$ cat src/rtl/smb_host_pkg.sv
package smb_host_pkg;
    localparam int BYTE_W = 8;
    localparam int OFS_W  = 6;

    localparam logic [OFS_W-1:0] OFS_STS = 6'h00;
    localparam logic [OFS_W-1:0] OFS_CTL = 6'h02;
    localparam logic [OFS_W-1:0] OFS_CMD = 6'h03;
    localparam logic [OFS_W-1:0] OFS_ADR = 6'h04;
    localparam logic [OFS_W-1:0] OFS_DLO = 6'h05;
    localparam logic [OFS_W-1:0] OFS_DHI = 6'h06;
    localparam logic [OFS_W-1:0] OFS_BLK = 6'h07;

    localparam int CTL_START = 6;

    localparam logic [2:0] PR_QUICK = 3'd0;
    localparam logic [2:0] PR_BYTE  = 3'd1;
    localparam logic [2:0] PR_BDATA = 3'd2;
    localparam logic [2:0] PR_WORD  = 3'd3;
    localparam logic [2:0] PR_BLOCK = 3'd5;

    typedef struct packed {
        logic [2:0]        proto;
        logic              rd;
        logic [6:0]        tgt;
        logic [BYTE_W-1:0] cmd;
        logic [BYTE_W-1:0] count;
        logic [15:0]       wdata;
    } smb_req_t;
endpackage

$ cat src/rtl/smb_proto_decode.sv
module smb_proto_decode
    import smb_host_pkg::*;
(
    input  logic [2:0] code,
    output logic       supported,
    output logic       cap_lo,
    output logic       cap_hi,
    output logic       is_block
);
    always_comb begin
        supported = 1'b0;
        cap_lo    = 1'b0;
        cap_hi    = 1'b0;
        is_block  = 1'b0;
        case (code)
            PR_QUICK: supported = 1'b1;
            PR_BYTE, PR_BDATA: begin
                supported = 1'b1;
                cap_lo    = 1'b1;
            end
            PR_WORD: begin
                supported = 1'b1;
                cap_lo    = 1'b1;
                cap_hi    = 1'b1;
            end
            PR_BLOCK: begin
                supported = 1'b1;
                cap_lo    = 1'b1;
                is_block  = 1'b1;
            end
            default: supported = 1'b0;
        endcase
    end
endmodule

$ cat src/rtl/smb_blk_buf.sv
module smb_blk_buf #(
    parameter int DEPTH = 32,
    parameter int W     = 8
) (
    input  logic                     clk,
    input  logic                     rst_n,
    input  logic                     wa_en,
    input  logic [$clog2(DEPTH)-1:0] wa_idx,
    input  logic [W-1:0]             wa_data,
    input  logic                     wb_en,
    input  logic [$clog2(DEPTH)-1:0] wb_idx,
    input  logic [W-1:0]             wb_data,
    input  logic [$clog2(DEPTH)-1:0] ra_idx,
    output logic [W-1:0]             ra_data,
    input  logic [$clog2(DEPTH)-1:0] rb_idx,
    output logic [W-1:0]             rb_data
);
    localparam int IW = $clog2(DEPTH);

    logic [W-1:0] mem [DEPTH];

    for (genvar e = 0; e < DEPTH; e++) begin : g_ent
        always_ff @(posedge clk or negedge rst_n) begin
            if (!rst_n) begin
                mem[e] <= '0;
            end else if (wb_en && wb_idx == IW'(e)) begin
                mem[e] <= wb_data;
            end else if (wa_en && wa_idx == IW'(e)) begin
                mem[e] <= wa_data;
            end
        end
    end

    assign ra_data = mem[ra_idx];
    assign rb_data = mem[rb_idx];
endmodule

$ cat src/rtl/smb_host_regs.sv
module smb_host_regs
    import smb_host_pkg::*;
#(
    parameter int BUF_DEPTH = 32
) (
    input  logic              clk,
    input  logic              rst_n,
    input  logic [OFS_W-1:0]  reg_addr,
    input  logic              reg_wr,
    input  logic              reg_rd,
    input  logic [BYTE_W-1:0] reg_wdata,
    output logic [BYTE_W-1:0] reg_rdata,
    output logic              txn_req,
    output logic [2:0]        txn_proto,
    output logic              txn_read,
    output logic [6:0]        txn_addr,
    output logic [BYTE_W-1:0] txn_cmd,
    output logic [BYTE_W-1:0] txn_count,
    output logic [15:0]       txn_wdata,
    input  logic              txn_ack,
    input  logic [15:0]       txn_rdata,
    input  logic              blk_in_valid,
    input  logic [BYTE_W-1:0] blk_in_byte,
    input  logic              blk_out_pull,
    output logic [BYTE_W-1:0] blk_out_byte
);
    localparam int IDX_W = $clog2(BUF_DEPTH);
    localparam logic [IDX_W-1:0] IDX_LAST = IDX_W'(BUF_DEPTH - 1);

    typedef struct packed {
        logic [BYTE_W-1:0] ctrl;
        logic [BYTE_W-1:0] cmd;
        logic [BYTE_W-1:0] adr;
        logic [BYTE_W-1:0] dlo;
        logic [BYTE_W-1:0] dhi;
        logic [IDX_W-1:0]  idx;
        logic [IDX_W-1:0]  sptr;
        logic              busy;
        logic              done;
        logic              err;
        smb_req_t          req;
    } st_t;

    st_t st_d, st_q;

    logic              new_ok, new_lo, new_hi, new_blk;
    logic              cur_ok, cur_lo, cur_hi, cur_blk;
    logic              wa_en, wb_en;
    logic [BYTE_W-1:0] buf_ra, buf_rb;

    smb_proto_decode u_dec_new (
        .code      (reg_wdata[4:2]),
        .supported (new_ok),
        .cap_lo    (new_lo),
        .cap_hi    (new_hi),
        .is_block  (new_blk)
    );

    smb_proto_decode u_dec_cur (
        .code      (st_q.req.proto),
        .supported (cur_ok),
        .cap_lo    (cur_lo),
        .cap_hi    (cur_hi),
        .is_block  (cur_blk)
    );

    smb_blk_buf #(.DEPTH(BUF_DEPTH), .W(BYTE_W)) u_buf (
        .clk     (clk),
        .rst_n   (rst_n),
        .wa_en   (wa_en),
        .wa_idx  (st_q.idx),
        .wa_data (reg_wdata),
        .wb_en   (wb_en),
        .wb_idx  (st_q.sptr),
        .wb_data (blk_in_byte),
        .ra_idx  (st_q.idx),
        .ra_data (buf_ra),
        .rb_idx  (st_q.sptr),
        .rb_data (buf_rb)
    );

    function automatic logic [IDX_W-1:0] bump(input logic [IDX_W-1:0] v);
        return (v == IDX_LAST) ? '0 : v + 1'b1;
    endfunction

    always_comb begin
        st_d  = st_q;
        wa_en = 1'b0;
        wb_en = 1'b0;

        if (reg_wr) begin
            case (reg_addr)
                OFS_STS: begin
                    st_d.done = 1'b0;
                    st_d.err  = 1'b0;
                    st_d.idx  = '0;
                end
                OFS_CTL: begin
                    if (!st_q.busy) begin
                        st_d.ctrl = reg_wdata;
                        if (reg_wdata[CTL_START]) begin
                            if (new_ok) begin
                                st_d.busy      = 1'b1;
                                st_d.sptr      = '0;
                                st_d.req.proto = reg_wdata[4:2];
                                st_d.req.rd    = st_q.adr[0];
                                st_d.req.tgt   = st_q.adr[7:1];
                                st_d.req.cmd   = st_q.cmd;
                                st_d.req.count = st_q.dlo;
                                st_d.req.wdata = {st_q.dhi, st_q.dlo};
                            end else begin
                                st_d.err = 1'b1;
                            end
                        end
                    end
                end
                OFS_CMD: st_d.cmd = reg_wdata;
                OFS_ADR: st_d.adr = reg_wdata;
                OFS_DLO: st_d.dlo = reg_wdata;
                OFS_DHI: st_d.dhi = reg_wdata;
                OFS_BLK: begin
                    wa_en    = 1'b1;
                    st_d.idx = bump(st_q.idx);
                end
                default: ;
            endcase
        end else if (reg_rd) begin
            case (reg_addr)
                OFS_CTL: st_d.idx = '0;
                OFS_BLK: st_d.idx = bump(st_q.idx);
                default: ;
            endcase
        end

        if (st_q.busy && cur_blk) begin
            if (st_q.req.rd && blk_in_valid) begin
                wb_en     = 1'b1;
                st_d.sptr = bump(st_q.sptr);
            end else if (!st_q.req.rd && blk_out_pull) begin
                st_d.sptr = bump(st_q.sptr);
            end
        end

        if (st_q.busy && txn_ack) begin
            st_d.busy = 1'b0;
            st_d.done = 1'b1;
            if (st_q.req.rd && cur_ok) begin
                if (cur_lo) st_d.dlo = txn_rdata[7:0];
                if (cur_hi) st_d.dhi = txn_rdata[15:8];
            end
        end
    end

    always_ff @(posedge clk or negedge rst_n) begin
        if (!rst_n) begin
            st_q <= '0;
        end else begin
            st_q <= st_d;
        end
    end

    always_comb begin
        case (reg_addr)
            OFS_STS: reg_rdata = {5'b0, st_q.err, st_q.done, st_q.busy};
            OFS_CTL: reg_rdata = {3'b0, st_q.ctrl[4:0]};
            OFS_CMD: reg_rdata = st_q.cmd;
            OFS_ADR: reg_rdata = st_q.adr;
            OFS_DLO: reg_rdata = st_q.dlo;
            OFS_DHI: reg_rdata = st_q.dhi;
            OFS_BLK: reg_rdata = buf_ra;
            default: reg_rdata = '0;
        endcase
    end

    assign txn_req      = st_q.busy;
    assign txn_proto    = st_q.req.proto;
    assign txn_read     = st_q.req.rd;
    assign txn_addr     = st_q.req.tgt;
    assign txn_cmd      = st_q.req.cmd;
    assign txn_count    = st_q.req.count;
    assign txn_wdata    = st_q.req.wdata;
    assign blk_out_byte = buf_rb;
endmodule

$ cat config.mk
export PLATFORM = sky130hd
export DESIGN_NAME = smb_host_regs
export DESIGN_NICKNAME = d
export VERILOG_FILES = /design/src/rtl/smb_host_pkg.sv /design/src/rtl/smb_proto_decode.sv /design/src/rtl/smb_blk_buf.sv /design/src/rtl/smb_host_regs.sv
export SDC_FILE = /design/constraint.sdc
export NUM_CORES = 1
export LEC_CHECK = 0
export BUFFER_PORTS_ARGS = -buffer_cell sky130_fd_sc_hd__buf_4
export CELL_PAD_IN_SITES_DETAIL_PLACEMENT = 1
export CELL_PAD_IN_SITES_GLOBAL_PLACEMENT = 1
export CORE_UTILIZATION = 40
export DETAILED_ROUTE_END_ITERATION = 12
export GPL_ROUTABILITY_DRIVEN = 1
export HOLD_SLACK_MARGIN = 0.06
export PLACE_DENSITY = 0.68
export SYNTH_ARGS = -nofsm -noshare
export SYNTH_HDL_FRONTEND = slang
export SYNTH_SLANG_ARGS = --single-unit
export TNS_END_PERCENT = 50
$ cat constraint.sdc
create_clock -name clk -period 2.49 [get_ports clk]
set_input_delay 0.3735 -clock clk [delete_from_list [all_inputs] [get_ports clk]]
set_output_delay 0.3735 -clock clk [all_outputs]
set_load 0.01 [all_outputs]
After elaboration in Yosys (flattened, before gate mapping)
Cells that the tools add are included.
{ "op_classes": {"n_addsub": 2, "n_lt_le_gt_ge": 2, "n_eq_ne": 80, "n_mux": 109, "bitwise": 3, "n_reduce_logical": 124} }
{ "ops": {"columns": ["op", "n"], "rows": [
  ["8-bit two-way mux", 72],
  ["5-bit == test, second input constant", 32],
  ["44-bit two-way mux", 2],
  ["43-bit two-way mux", 2],
  ["8-bit binary-select mux with 5-bit select", 2],
  ["5-bit by 4-bit == test with 1-bit output, second input constant", 16],
  ["2-bit nonzero test", 37],
  ["1-bit logical AND", 69],
  ["8-bit case mux with 7 select lines", 1],
  ["51-bit two-way mux", 1],
  ["16-bit two-way mux", 3],
  ["5-bit by 3-bit == test with 1-bit output, second input constant", 8],
  ["5-bit two-way mux", 7],
  ["6-bit by 3-bit == test with 1-bit output, second input constant", 4],
  ["6-bit two-way mux", 4],
  ["5-bit by 2-bit == test with 1-bit output, second input constant", 4],
  ["5-bit case mux with 2 select lines", 2],
  ["3-bit by 2-bit == test with 1-bit output, second input constant", 4],
  ["6-bit by 2-bit == test with 1-bit output, second input constant", 2],
  ["6-bit greater-or-equal comparator, second input constant", 2],
  ["5-bit inverter with 6-bit output", 2],
  ["1-bit two-way mux", 11],
  ["5-bit by 1-bit adder with 5-bit output, second input constant", 2],
  ["5-bit by 1-bit == test with 1-bit output, second input constant", 2],
  ["17 further kinds", 29]
]} }
{ "word_totals": {"ff_bits": 349, "elab_cells": 368} }

Longest topological paths before layout
{ "depth": {"ltp_word": 11, "depth_mapped": 11, "depth_no_buf": 7} }

Hierarchy
From an unflattened synthesis, not the netlist that was laid out.
{ "unflattened": {"hier_cells": 2195, "hier_area_um2": 21720.8} }
{ "modules_own_cells": {"columns": ["module", "n_inst", "cells_each", "area_each_um2"], "rows": [
  ["smb_blk_buf", 1, 1818, 17309.1],
  ["smb_host_regs", 1, 365, 4331.7],
  ["smb_proto_decode", 2, 6, 40.0]
]} }

Worst setup path before layout
OpenSTA, ideal clock, no wires.
{ "synth_timing": {"path_type": "reg2reg", "start": "reg st_q[51] (netlist name)", "end": "reg u_buf.mem[91] (netlist name)", "setup_time_ps": 137, "arrival_ps": 2625, "required_ps": 2353, "setup_slack_ps": -272, "path_stages_with_launch": 12, "n_path_buf": 5, "synth_period_minus_slack_ps": 2762, "path_cell_list": "dfrtp_1 buf_4 buf_4 buf_4 buf_4 buf_2 inv_1 ha_1 nand4_2 nor2_2 mux2i_1 a21oi_1"} }
{ "synth_between": {"elab_chain_cells": 3} }
{ "synth_rtl": {"columns": ["element", "line", "text"], "rows": [
  ["from (decl)", "smb_host_regs.sv:44", "st_t st_d, st_q;"],
  ["from (signal assigned)", "smb_host_regs.sv:158", "st_q <= st_d;"],
  ["5-bit == test", "smb_blk_buf.sv:28", "end else if (wa_en && wa_idx == IW'(e)) begin"],
  ["1-bit logical AND", "smb_blk_buf.sv:28", null],
  ["2-bit nonzero test (no line)", null, null],
  ["to (signal, indexed assignment)", "smb_blk_buf.sv:27", "mem[e] <= wb_data;"],
  ["to (signal, indexed assignment)", "smb_blk_buf.sv:29", "mem[e] <= wa_data;"],
  ["to (decl)", "smb_blk_buf.sv:20", "logic [W-1:0] mem [DEPTH];"]
]} }
Every way passes these cells.
A chain may end at the register's enable or synchronous reset.

Worst setup path in the final report
{ "layout_timing": {"start": "reg st_q[51] (netlist name)", "end": "out reg_rdata[2]"} }
{ "layout_between": {"elab_chain_cells": 5} }
{ "layout_rtl": {"columns": ["element", "line", "text"], "rows": [
  ["5-bit inverter with 6-bit output (not written as such)", "smb_blk_buf.sv:34", "assign ra_data = mem[ra_idx];"],
  ["8-bit binary-select mux with 5-bit select", "smb_blk_buf.sv:34", null],
  ["8-bit two-way mux (not written as such) (2 in series)", "smb_blk_buf.sv:34", null],
  ["8-bit case mux with 7 select lines", "smb_host_regs.sv:163", "case (reg_addr)"],
  ["to (decl)", "smb_host_regs.sv:12", "output logic [BYTE_W-1:0] reg_rdata,"]
]} }
Every way passes these cells. The select of a mux whose other input is x is not followed.

==> metrics.yaml <==
gp_congestion: 0.964
p_per_area_mw_per_mm2: 539
path_clk_slew_ps: 60
met1Wirelength_um: 32200
fin_setup_tns_ps: -12790
dr.pass1.iters: 5
hold_viol: 0
area_delta_synth_final_pct: 24.7
fmax_ghz: 0.304
ff2ff_path_depth: 11
post_drt_wl_per_cell_um: 28.3
synth_cell_type_count: 55
num_rows: 82
r2r-start: "st_q[51]$_DFFE_PN0P_"
violations: "negative setup slack"
start_kind: "flip-flop"
synth_warnings: 0
die_x_um: 229
yosys_most_used_dff: "dfrtp_1"
die_h_um: 229
synth_cells: 1905
cp.required_ps: 2120
worstSetupPathType: "flip-flop to output port"
wirelength_um: 78900
route.met2.wl_um: 37400
finish.utilization_pct: 50.9
reg2reg_slack_ps: -300
slew_viol_final: 0
wl_met3_um: 5730
path_max_fanout: 6
fin_cells: 2791
grt_pass1_vias: 18200
clock_latency_ps: 580
worst_slew_pin_slew_ps: 795
synth_area_leaders: "dfrtp_1, mux2i_1, mux4_2"
yosysTopAreaCell: "dfrtp_1"
finalPower_w: 0.0139
slew_headroom_pct: 47.0
async_flop_share_pct: 100
dieArea_mm2: 0.0525
finalCritPeriodShare_pct: 132
num_vias: 17300
setup_viol: 36
synth.net_count: 1962
routed.top_layer: "met4"
start_util_pct: 40.8
drive_gt1_share_pct: 33.7
n_fill_cell: 5271
port_buffers: 104
ioPinCount: 105
rsz0062_at_grt: "true"
avgSynthCellArea_um2: 10.8
critPathSlowestCell: "dfrtp_4"
cp-startpoint: "st_q[51]$_DFFE_PN0P_"
worst_clock_skew_ps: 22.9
endpoint_kind: "output port"
final_net_count: 2148
rr_endpoint: "st_q[54]$_DFFE_PN0P_"
drv_cap: 0
syn_area_mm2: 0.0206
antenna_found_initial: 1
first_iter_violations: 1568
min_period_ps: 3290
synthTopCellsByCount: "dfrtp_1, mux2i_1, nand2_1"
synth_top_area_share_pct: 41.3
cts-htree-levels: 2
synth-edff-count: 0
place_ws_ps: -426
yosysSeqAreaShare_pct: 41.3
hpwl_um: 53900
synth_seq_cells: 341
core-area_mm2: 0.0506
worst_ep_arrival_time_ps: 2920
grt_max_degree: 64
path_depth: 8
yosysMostFrequentCell: "dfrtp_1"
routed_via_density: 6.20
drc: 0
grtUsageTotal_pct: 30.1
timing.final.ws_setup_ps: -804
ant_nets: 0
min-delay-path-class: "input port to flip-flop"
slowest_delay_ps: 520
cts_tree: "yes"
clock-sinks: 341
grt_pass1_wl_um: 119000
crit_buf_inv: 3
placed_cells: 2664
vdd.ir_drop.worst_mv: 0.410
numCtsBuffers: 40
clk_path_buf_depth: 3
grt_remaining_overflow: 0
status: "finished with violations"
crit_family: "compound AO/OA/AOI/OAI gates"
root_buffer: "clkbuf_16"
critPathCapture: "reg_rdata[2]"
p_leak_nw: 10.8
path_cells: "buf_8, mux4_2, a22o_1, a211oi_2, buf_4, a211oi_4, a221o_1, buf_6"
report_power, final:
group          total [W]  leakage, nW  switching [W]  internal, W
Sequential       0.00584         4.71       0.000159      0.00568
Clock            0.00621        0.668        0.00247      0.00374
Combinational    0.00184         5.39        0.00101     0.000834
Total             0.0139         10.8        0.00364       0.0103
cell families after synthesis:
kind of cell,synth area share (%)
muxes,32.2
buffers and inverters,4.99
and+or+nand+nor,10.7
DFF,41.3
AOI/OAI and AO/OA,10.1
adders and majority gates,0.727
area by class of cell:
type	instances	area, µm²	share of cell area [%]
Sequential cell	341	8540	33.2
Multi-Input combinational cell	1340	11600	44.9
Antenna cell	1	2.50	0.00972
Tap cell	672	841	3.26
Timing Repair Buffer	358	3410	13.2
Inverter	10	42.5	0.165
Clock buffer	58	1200	4.66
Clock inverter	11	160	0.622
worst reg2reg max path, delay by kind of cell (launching register included):
family,cells,cell delay [ps]
buffers and inverters,4,590
AOI/OAI and AO/OA,3,390
DFF,1,560
and+or+nand+nor,2,750
adders and majority gates,2,360
stage by stage:
stage          area [µm²]  hold slack, ps
3_3_place_gp        23200             381
3_5_place_dp        23200             393
2_1_floorplan       20800            77.9
4_1_cts             25400            61.3
6_report            25800            76.5
5_1_grt             25800            72.2
state kept, by name, indices dropped and copies added, names as in the netlist:
register   flops
u_buf.mem    256
st_q          49
txn_wdata      9
txn_cmd        8
txn_addr       7
txn_count      7
txn_proto      3
txn_read       1
txn_req        1
metal layers:
| metal | GRT usage [%] | vias to the layer above |
|---|---|---|
| met4 | 13.1 | 0 |
| met5 | 0 | - |
| met1 | 39.6 | 9056 |
| li1 | - | 7295 |
| met2 | 48.5 | 769 |
| met3 | 5.47 | 191 |
worst min path at each step:
stage                  startpoint                      to  slack, ps  cells after the start
finish              txn_rdata[15]      st_q[63]$_DFF_PN0_         80                      3
CTS                 txn_rdata[15]      st_q[63]$_DFF_PN0_         60                      3
global route        txn_rdata[15]      st_q[63]$_DFF_PN0_         70                      3
global placement            rst_n  txn_cmd[4]$_DFFE_PN0P_        380                      1
floorplan                   rst_n    st_q[43]$_DFFE_PN0P_         80                      0
detailed placement          rst_n  txn_cmd[4]$_DFFE_PN0P_        390                      1
layout by cell type (no fill, tap or decap), types with 23 or more instances in the layout:
cell type | Yosys | layout
buf_12 | 0 | 40
dfrtp_1 | 341 | 336
mux2_2 | 60 | 60
clkbuf_16 | 0 | 41
mux2i_1 | 300 | 296
buf_4 | 46 | 270
o21ai_0 | 150 | 132
nor2_1 | 148 | 144
buf_6 | 0 | 27
nand2_1 | 192 | 170
a21oi_1 | 145 | 140
mux4_2 | 132 | 132
o21ai_1 | 9 | 23
timing repair:
action / in CTS / in global routing
setup buffers: 21 / 25
gates resized for setup: 112 / 67
gates cloned: 5 / 1
pin swaps: 28 / 17
endpoints found under the setup margin: 53 / 192
hold buffers: 13 / 0
hold endpoints to repair: 65 / 0
(Power assumes the default switching activity.)
